<file path="config.mk">
export PLATFORM = sky130hd
export DESIGN_NAME = jump_exec_unit
export DESIGN_NICKNAME = d
export VERILOG_FILES = /design/src/rtl/jmp_pkg.sv /design/src/rtl/jmp_cond_eval.sv /design/src/rtl/jmp_target_calc.sv /design/src/rtl/jump_exec_unit.sv
export SDC_FILE = /design/constraint.sdc
export NUM_CORES = 1
export LEC_CHECK = 0
export BUFFER_PORTS_ARGS = -buffer_cell sky130_fd_sc_hd__buf_4
export CAP_MARGIN = 10
export CORE_ASPECT_RATIO = 1.75
export CORE_MARGIN = 5
export CORE_UTILIZATION = 60
export CTS_BUF_LIST = sky130_fd_sc_hd__clkbuf_2
export DETAILED_ROUTE_END_ITERATION = 10
export PLACE_DENSITY = 0.87
export SLEW_MARGIN = 20
export SYNTH_ARGS = -nofsm -noshare
export SYNTH_HDL_FRONTEND = slang
export SYNTH_HIERARCHICAL = 1
export SYNTH_SLANG_ARGS = --single-unit
</file>
<file path="constraint.sdc">
create_clock -name clk_i -period 8.59 [get_ports clk_i]
set_clock_uncertainty 0.15 [all_clocks]
set_input_delay 0.4295 -clock clk_i [delete_from_list [all_inputs] [get_ports clk_i]]
set_output_delay 0.4295 -clock clk_i [all_outputs]
set_load 0.005 [all_outputs]
</file>
<file path="src/rtl/jmp_pkg.sv">
package jmp_pkg;

    typedef enum logic [2:0] {
        CC_ZCLR = 3'd0,
        CC_ZSET = 3'd1,
        CC_CCLR = 3'd2,
        CC_CSET = 3'd3,
        CC_NEG  = 3'd4,
        CC_GE   = 3'd5,
        CC_LT   = 3'd6,
        CC_ALW  = 3'd7
    } cond_e;

endpackage

</file>
<file path="src/rtl/jmp_cond_eval.sv">
module jmp_cond_eval
    import jmp_pkg::*;
(
    input  cond_e cond_i,
    input  logic  z_i,
    input  logic  c_i,
    input  logic  n_i,
    input  logic  v_i,
    output logic  take_o
);

    always_comb begin
        unique case (cond_i)
            CC_ZCLR: take_o = ~z_i;
            CC_ZSET: take_o = z_i;
            CC_CCLR: take_o = ~c_i;
            CC_CSET: take_o = c_i;
            CC_NEG:  take_o = n_i;
            CC_GE:   take_o = ~(n_i ^ v_i);
            CC_LT:   take_o = n_i ^ v_i;
            default: take_o = 1'b1;
        endcase
    end

endmodule

</file>
<file path="src/rtl/jmp_target_calc.sv">
module jmp_target_calc #(
    parameter int DATA_W = 16,
    parameter int OFS_W  = 10
) (
    input  logic [DATA_W-1:0] pc_i,
    input  logic [OFS_W-1:0]  ofs_i,
    output logic [DATA_W-1:0] seq_pc_o,
    output logic [DATA_W-1:0] tgt_pc_o
);

    localparam int EXT_W = DATA_W - OFS_W - 1;

    logic [DATA_W-1:0] disp;

    always_comb begin
        // word count to byte count: sign-extend, then shift left by one
        disp     = {{EXT_W{ofs_i[OFS_W-1]}}, ofs_i, 1'b0};
        seq_pc_o = pc_i + DATA_W'(2);
        tgt_pc_o = seq_pc_o + disp;
    end

endmodule

</file>
<file path="src/rtl/jump_exec_unit.sv">
module jump_exec_unit
    import jmp_pkg::*;
#(
    parameter int DATA_W = 16,
    parameter int OFS_W  = 10
) (
    input  logic              clk_i,
    input  logic              rst_ni,
    input  logic              issue_i,
    input  logic [DATA_W-1:0] instr_i,
    input  logic [DATA_W-1:0] pc_i,
    input  logic              flag_z_i,
    input  logic              flag_c_i,
    input  logic              flag_n_i,
    input  logic              flag_v_i,
    output logic              done_o,
    output logic              taken_o,
    output logic [DATA_W-1:0] next_pc_o
);

    localparam int COND_LSB = OFS_W;
    localparam int COND_MSB = OFS_W + 2;
    localparam int OPC_LSB  = OFS_W + 3;
    localparam int OPC_W    = DATA_W - OPC_LSB;
    localparam logic [OPC_W-1:0] OPC_JUMP = OPC_W'(1);

    typedef struct packed {
        logic              busy;
        logic              pend_take;
        logic [DATA_W-1:0] pend_pc;
        logic              done;
        logic              take;
        logic [DATA_W-1:0] npc;
    } state_t;

    state_t st_d, st_q;

    logic              is_jump;
    logic              cond_take;
    logic [DATA_W-1:0] seq_pc;
    logic [DATA_W-1:0] tgt_pc;

    assign is_jump = (instr_i[DATA_W-1:OPC_LSB] == OPC_JUMP);

    jmp_cond_eval u_cond (
        .cond_i (cond_e'(instr_i[COND_MSB:COND_LSB])),
        .z_i    (flag_z_i),
        .c_i    (flag_c_i),
        .n_i    (flag_n_i),
        .v_i    (flag_v_i),
        .take_o (cond_take)
    );

    jmp_target_calc #(
        .DATA_W (DATA_W),
        .OFS_W  (OFS_W)
    ) u_tgt (
        .pc_i     (pc_i),
        .ofs_i    (instr_i[OFS_W-1:0]),
        .seq_pc_o (seq_pc),
        .tgt_pc_o (tgt_pc)
    );

    always_comb begin
        st_d      = st_q;
        st_d.done = 1'b0;
        if (st_q.busy) begin
            // second cycle: publish the held result
            st_d.busy = 1'b0;
            st_d.done = 1'b1;
            st_d.take = st_q.pend_take;
            st_d.npc  = st_q.pend_pc;
        end else if (issue_i && is_jump) begin
            st_d.busy      = 1'b1;
            st_d.pend_take = cond_take;
            st_d.pend_pc   = cond_take ? tgt_pc : seq_pc;
        end
    end

    always_ff @(posedge clk_i) begin
        if (!rst_ni) begin
            st_q <= '0;
        end else begin
            st_q <= st_d;
        end
    end

    assign done_o    = st_q.done;
    assign taken_o   = st_q.take;
    assign next_pc_o = st_q.npc;

endmodule

</file>
# Word level (Yosys, flattened, before mapping)

Cells that the tools add are included.

Bits in registers: 36
Input bits: 39
Output and inout port bits: 18
Word-level logic and storage cells: 29

Add/sub/neg operators: 2
Eq/ne operators: 7
Mux-type cells: 4
Bitwise operators: 6
Reduce and logical (&&, ||, !) cells: 4

Operators with widths:

| cell                  | count |
|---|---|
| $mux 18               | 2 |
| $add 16x16->16        | 1 |
| $add 16x2->16 const B | 1 |
| $mux 16               | 1 |
| $eq 3x3->1 const B    | 3 |
| $pmux 1 s7            | 1 |
| $eq 3x1->1 const B    | 2 |
| $eq 3x2->1 const B    | 2 |
| $not 1->1             | 5 |
| $logic_not 3->1       | 1 |
| $reduce_and 2->1      | 1 |
| $reduce_or 2->1       | 1 |
| $logic_and 1x1->1     | 1 |
| $xor 1x1->1           | 1 |

# Logic depth before layout (Yosys ltp)

Gate-level depths: netlist of the first run.

Depth after elaboration: 5
Gate-level depth with buffers: 16

# By module

The synthesis of the first run kept the hierarchy.

Modules (own cells, without submodules):

| module          | instances | cells an instance | area an instance (µm²) |
|---|---|---|---|
| jump_exec_unit  | 1         | 157               | 1,604.0 |
| jmp_target_calc | 1         | 126               | 954.7 |
| jmp_cond_eval   | 1         | 9                 | 77.6 |

# Worst setup path after synthesis of the first run

OpenSTA, ideal clock, no wires.

Path type: input to register
Start: in pc_i[1]
End: reg st_q[32] (netlist name)
Arrival: 2.721 ns
Path slack: 5.603 ns
Stages on the path: 16
Buffers on the path: 1
Cell sequence: ha_1 -> nand3_2 -> nor2_1 -> nand2_1 -> nor2_1 -> xor2_1 -> ha_1 -> clkbuf_1 -> a21o_1 -> a21oi_1 -> o2111ai_1 -> a21oi_1 -> xnor2_1 -> mux2i_1 -> nor4_1 -> a31o_1

Cells in the longest elaborated chain, start to end: 3

RTL lines:

| what                 | line                  | source |
|---|---|---|
| start, declared      | jump_exec_unit.sv:11  | `input logic [DATA_W-1:0] pc_i,` |
| $add 16x2->16        | jmp_target_calc.sv:18 | `seq_pc_o = pc_i + DATA_W'(2);` |
| via seq_pc[11]       | jump_exec_unit.sv:40  | `logic [DATA_W-1:0] seq_pc;` |
| $add 16x16->16       | jmp_target_calc.sv:19 | `tgt_pc_o = seq_pc_o + disp;` |
| via tgt_pc[14]       | jump_exec_unit.sv:41  | `logic [DATA_W-1:0] tgt_pc;` |
| $mux 16              | jump_exec_unit.sv:76  | `st_d.pend_pc = cond_take ? tgt_pc : seq_pc;` |
| end signal, assigned | jump_exec_unit.sv:84  | `st_q <= st_d;` |
| end, declared        | jump_exec_unit.sv:36  | `state_t st_d, st_q;` |

The timed path passes the listed nets, and every way through them passes these cells.
A chain may end at the register's enable or synchronous reset.

# Final worst setup path of the first run

Ends and elaborated chain as after synthesis.

==> results of run 1 <==
-- tightest hold or removal path, stage by stage --
cell     delay [ns]
buf_4          0.18
nand2_1        0.08
mux2i_1        0.06
-- metrics by stage --
stage                     power [W]  hold slack, ns
after detailed placement  0.0002914          0.3055
after global routing      0.0003784          0.2318
after CTS                 0.0003570          0.2632
after global placement    0.0002891          0.2976
after floorplan           0.0002567          0.2877
final                     0.0003563          0.2846
-- power groups by stage --
stage	Clock, W	Combinational, W	Sequential (W)
global placement	0	0.000114	0.000175
global route	0.0000768	0.000130	0.000172
floorplan	0	0.0000823	0.000174
detailed placement	0	0.000117	0.000175
CTS	0.0000686	0.000117	0.000171
finish	0.0000673	0.000118	0.000171
-- layer usage --
layer	up-vias	GRT usage
met1	1051	0.2214
met3	10	0.02128
li1	1116	-
met2	52	0.3717
met4	0	0.07850
met5	-	0
-- how the worst min path moves through the flow --
stage          slack, ns               endpoint  cells past startpoint
3_5_place_dp        0.31  st_q[34]$_SDFFE_PN0P_                      2
3_3_place_gp        0.30  st_q[34]$_SDFFE_PN0P_                      2
6_report            0.28  st_q[34]$_SDFFE_PN0P_                      3
4_1_cts             0.26  st_q[34]$_SDFFE_PN0P_                      3
2_1_floorplan       0.29  st_q[34]$_SDFFE_PN0P_                      2
5_1_grt             0.23  st_q[34]$_SDFFE_PN0P_                      3
-- state kept, by name, summed over array words and instances, names as in the netlist --
register / flops
done_o: 1
next_pc_o: 16
st_q: 18
taken_o: 1
-- cell type report --
type	count	area [um2]	area share
multi-input combinational	216	1687	0.5681
timing repair buffer	59	442.9	0.1492
tap	51	63.81	0.02149
clock inverter	2	7.507	0.002528
inverter	6	22.52	0.007585
clock buffer	5	25.02	0.008428
sequential	36	720.7	0.2427
-- logic make-up after synthesis --
group | synth area share
AND/OR/NAND/NOR | 0.1652
AO/OA/AOI/OAI | 0.1528
buffers and inverters | 0.09160
flip-flops | 0.2734
multiplexers | 0.1329
XOR/XNOR | 0.08638
adder cells (fa/ha/maj) | 0.09777
-- cells in the final DEF (no fill, tap or decap), drive strengths merged, types with 4 or more instances in the layout --
cell	count
a31o	16
ha	19
nand3	9
and3	4
buf	59
o21ai	8
inv	6
a21oi	11
xor2	12
nor2	25
nor4	18
nand2	12
clkbuf	5
a21o	5
dfxtp	36
xnor2	14
mux2i	35
==> run metrics, run 1 <==
Post-CTS Repair Setup Buffers=0; I/O pins=57; H-tree levels=2; Num Clock Sinks=36; first-pass GRT wire length=9487 um; area delta synth->final=12.62%; outcome=complete, no violations; EDFF count, synth=0; top-count cell post-synth=dfxtp_1; Comb power frac=0.330; post-CTS sizing=0; leakage power=1.317 nW; worst path bufs/invs=1; Worst Path Required=8.72 ns; delay of the slowest critical-path stage=0.38 ns; initial antenna violation count=0; Final ANT Viol Nets=0; syn avg cell area=9.028 um2; initial DRC count=87; Startpoint Class=input pin; GRT Overall Usage=0.2018; delay-heaviest family, CP=compound AO/OA/AOI/OAI gates; final instance count without filler cells=375; Worst Path Max Fanout=7; gpl congestion=0.9758; Setup CP Type=in -> reg; Cell Area, Placed=0.002937 mm2; setup ws final=5.480 ns; Setup TNS=0 ns; # port buffers=56; number of global-route vias before repair=2,141; hpwl dp=4561 um; top-area cell type share of the netlist area=0.2734; switching power=0.0001139 W; diode count=0; worst-case clock buffer depth=2; Max VDD drop=0.09332 mV; post-synthesis cell type count=49; clock root buffer=clkbuf_2; Mapped Area=0.002636 mm2; met3 WL post-DR=191 um; Clk pin slew, worst setup/hold paths=0.18 ns; ys flop type=dfxtp_1; post-route cell area=0.002969 mm2; CP Capture Point=st_q[32]$_SDFFE_PN0P_; crit share post-route=0.3620; DRT Pass-1 Iters=4; Chip Width=60.11 um; Hold-fix buffers, CTS=0; Worst Path Arrival=3.24 ns; FMAX=321.6 MHz; Syn Inst Count=292; area of the core=0.004324 mm2; reg-to-reg critical path endpoint=st_q[30]$_SDFFE_PN0P_; Crit Reg-Reg Startpoint=st_q[35]$_SDFF_PP0_; min-delay src=rst_ni; filler cell count=339; DP Worst Slack=5.108 ns; CP Launch Point=pc_i[1]; WL per Instance=15.18 um; Clock Latency Late Sink=0.35 ns; setup violators final=0; fin util=0.6866; Max-Cap Viols=0; clock network power share=0.189; largest area contributor in the netlist=dfxtp_1; Synth Register Bits=36; max-slew violation count=0; DRC violations left=0; Crit-path slowest cell=ha_1; Hold Violations, Final=0; largest cells by area after synthesis=dfxtp_1 (27%), mux2i_1 (13%), ha_1 (9.0%), buf_4 (5.4%), xnor2_1 (4.7%); met2 WL=3109 um; Slew @ Worst Pin=0.6228 ns; Core Rows=32; P_int=0.0002425 W; layout cells sized above 1=0.2438; CTS tree=done; crit end category=register; sw frac=0.3195; die area=0.005871 mm2; reg-to-reg setup timing slack=7.19 ns; relative slew slack=0.5848; post-synthesis net count=351; Remaining Overflow, GRT=0; sequential share of power=0.481; PD cells=120.0 mW/mm2; async set-reset flop share out of synthesis=0; Die H=97.69 um; CTS Buf Count=5; final wirelength=5693 um; unrepaired setup endpoints after global routing=no; Seq/Total Area, Yosys=0.2734; HP Class=in -> reg; critical path depth=16; Inst Count DP=368; worst-path cell chain=buf_4 > ha_1 > nand3_2 > nor2_1 > nand2_1 > nor2_1 > xor2_1 > ha_1 > a21o_1 > a21oi_1 > o2111ai_1 > a21oi_1 > xnor2_1 > mux2i_1 > nor4_1 > a31o_1; via count=2,229; initial core utilization=0.6097; nets=383; pin count of the biggest net entering global routing=35; YS warnings=6; wl on met1=2243 um; R2R depth=2; Max Used Layer=met4; post-route minimum period=3.110 ns; routed vias/inst=5.944; top post-synthesis cells by count=dfxtp_1 (36), mux2i_1 (35), nor2_1 (25)
Note: power is estimated with default switching activity, not from simulation.
==> inputs of run 2 (changes only) <==
- CORE_UTILIZATION: 60 -> 51
- PLACE_DENSITY: 0.87 -> 0.79
- clock period: 8.59 -> 2.5 ns (I/O delays scaled with it)
==> run metrics, run 2 (synthesis results as in run 1) <==
DRT Pass-1 Iters=4 (unchanged); clock root buffer=clkbuf_2 (unchanged); Max-Cap Viols=0 (unchanged); min-delay src=pc_i[0] (was rst_ni); pin count of the biggest net entering global routing=35 (unchanged); relative slew slack=0.5649 (was 0.5848); post-route minimum period=2.472 ns; CTS tree=done (unchanged); DRC violations left=0 (unchanged); clock network power share=0.236 (was 0.189); first-pass GRT wire length=10,890 um (was 9487 um); CTS Buf Count=5 (unchanged); Power Total=0.001503 W (was 0.0003563 W); gpl congestion=0.9691 (was 0.9758); # port buffers=56 (unchanged); Comb power frac=0.372 (was 0.330); reg-to-reg setup timing slack=0.85 ns (was 7.19 ns); P_int=0.001045 W (was 0.0002425 W); layout cells sized above 1=0.4320 (was 0.2438); crit end category=register (unchanged); Clk pin slew, worst setup/hold paths=0.18 ns (about the same); FMAX=404.5 MHz; max-slew violation count=0 (unchanged); area delta synth->final=38.68% (was 12.62%); max reg flops=18 (unchanged); setup ws final=0.02807 ns (was 5.480 ns); final wirelength=7045 um (was 5693 um); initial core utilization=0.5252 (was 0.6097); DP Worst Slack=-0.3774 ns (was 5.108 ns); filler cell count=359 (was 339); number of global-route vias before repair=2,488 (was 2,141); Core Rows=34 (was 32); WL per Instance=16.42 um (was 15.18 um); Worst Path Required=2.64 ns (was 8.72 ns); sequential share of power=0.392 (was 0.481); sw frac=0.3051 (was 0.3195); routed vias/inst=5.928 (was 5.944); hold path endpoint=st_q[18]$_SDFFE_PN0P_ (was st_q[34]$_SDFFE_PN0P_); via count=2,543 (was 2,229); hold depth=4 (was 3); Die H=105.1 um (was 97.69 um); Clock Latency Late Sink=0.37 ns (was 0.35 ns); area of the core=0.005020 mm2 (was 0.004324 mm2); PD cells=411.1 mW/mm2 (was 120.0 mW/mm2); die area=0.006764 mm2 (was 0.005871 mm2); R2R depth=3 (was 2); Worst Path Max Fanout=4 (was 7); hpwl dp=5279 um (was 4561 um); switching power=0.0004586 W (was 0.0001139 W); Final ANT Viol Nets=0 (unchanged); setup violators final=0 (unchanged); Chip Width=64.35 um (was 60.11 um); Worst Path Arrival=2.61 ns (was 3.24 ns); Startpoint Class=input pin (unchanged); HP Class=in -> reg (unchanged); commonest non-fill, non-tap cell in the layout=buf_4 (unchanged); outcome=complete, no violations (unchanged); commonest non-fill, non-tap cells in the layout=buf_4 (106), dfxtp_1 (36), mux2i_1 (35), nor2_1 (23), ha_1 (14) (was buf_4 (59), dfxtp_1 (36), mux2i_1 (35), nor2_1 (25), ha_1 (19)); worst-case clock buffer depth=2 (unchanged); reg-to-reg critical path endpoint=st_q[30]$_SDFFE_PN0P_ (unchanged); CP Launch Point=pc_i[2] (was pc_i[1]); Slew @ Worst Pin=0.6526 ns (was 0.6228 ns); H-tree levels=2 (unchanged); initial antenna violation count=0 (unchanged); I/O pins=57 (unchanged); Setup TNS=0 ns (unchanged); Remaining Overflow, GRT=0 (unchanged); fin util=0.7283 (was 0.6866); initial DRC count=90 (was 87); Hold Violations, Final=0 (unchanged); GRT Overall Usage=0.1961 (was 0.2018); Num Clock Sinks=36 (unchanged); diode count=0 (unchanged); Setup CP Type=in -> reg (unchanged); crit share post-route=0.9888; leakage power=1.627 nW (was 1.317 nW); Crit Reg-Reg Startpoint=st_q[35]$_SDFF_PP0_ (unchanged); Max VDD drop=0.2599 mV (was 0.09332 mV); Biggest register=st_q (unchanged); nets=433 (was 383)
==> run 2: changes by cell type in the layout (fill, tap and decap cells not counted), moves of 3 or more <==
cell,previous run,this run
a21oi_1,11,8
buf_4,59,106
nor4_1,17,13
xnor2_1,14,10
o21ai_0,8,2
nor4_2,1,5
ha_1,19,14
o21ai_1,0,5
ha_4,0,5
nand3_4,0,3
==> run 2: metal layers <==
metal  vias to the layer above  global-route usage  wire length (um)
met5                         -                   0                 0
met4                         0             0.09531               237
met3                        22             0.01719               280
met2                        88              0.3883              4040
met1                      1208              0.1950              2487
li1                       1225                   -                 -
==> run 2: area by class of cell <==
type / count / area (um2) / share of cell area
flip-flops and latches: 36 / 720.7 / 0.1971
clock inverters: 2 / 35.03 / 0.009582
inverters: 6 / 22.52 / 0.006160
clock buffers: 6 / 30.03 / 0.008214
repair buffers: 109 / 828.3 / 0.2266
well taps: 54 / 67.56 / 0.01848
multi-input cells: 216 / 1952 / 0.5339
==> run 2: what timing repair did <==
item,CTS,global route
endpoints found under the hold margin,12,0
hold buffers,1,0
gates resized for setup,5,42
pin swaps,1,27
setup endpoints to repair,1,6
setup buffers,0,4
==> run 2: worst max-delay path by stage <==
stage                                  endpoint
after global placement    st_q[30]$_SDFFE_PN0P_
after floorplan           st_q[33]$_SDFFE_PN0P_
after detailed placement  st_q[30]$_SDFFE_PN0P_
final                     st_q[28]$_SDFFE_PN0P_
after global routing      st_q[28]$_SDFFE_PN0P_
after CTS                 st_q[30]$_SDFFE_PN0P_
==> run 2: worst max-delay path, cell delays in order <==
cell and delay [ns]:
buf_4 0.11, and3_4 0.19, and4_4 0.25, xor2_2 0.21
ha_1 0.31, and3_1 0.21, o21ai_1 0.20, o211a_1 0.28
xnor2_1 0.10, mux2i_1 0.30, nor4_2 0.09, a31o_2 0.24
==> run 2: power groups by stage <==
stage / registers [W] / clock network [W] / logic (W)
after floorplan: 0.000599 / 0 / 0.000290
after global placement: 0.000601 / 0 / 0.000480
after detailed placement: 0.000601 / 0 / 0.000494
after CTS: 0.000589 / 0.000362 / 0.000501
after global routing: 0.000591 / 0.000380 / 0.000601
final: 0.000589 / 0.000355 / 0.000559
==> run 2: stage by stage <==
stage | hold WS, ns | instance area [um2] | std cells
floorplan | 0.2592 | 2681 | 292
global placement | 0.3035 | 3313 | 416
detailed placement | 0.3166 | 3313 | 416
CTS | 0.05379 | 3405 | 425
global route | 0.09756 | 3656 | 429
finish | 0.07778 | 3656 | 429
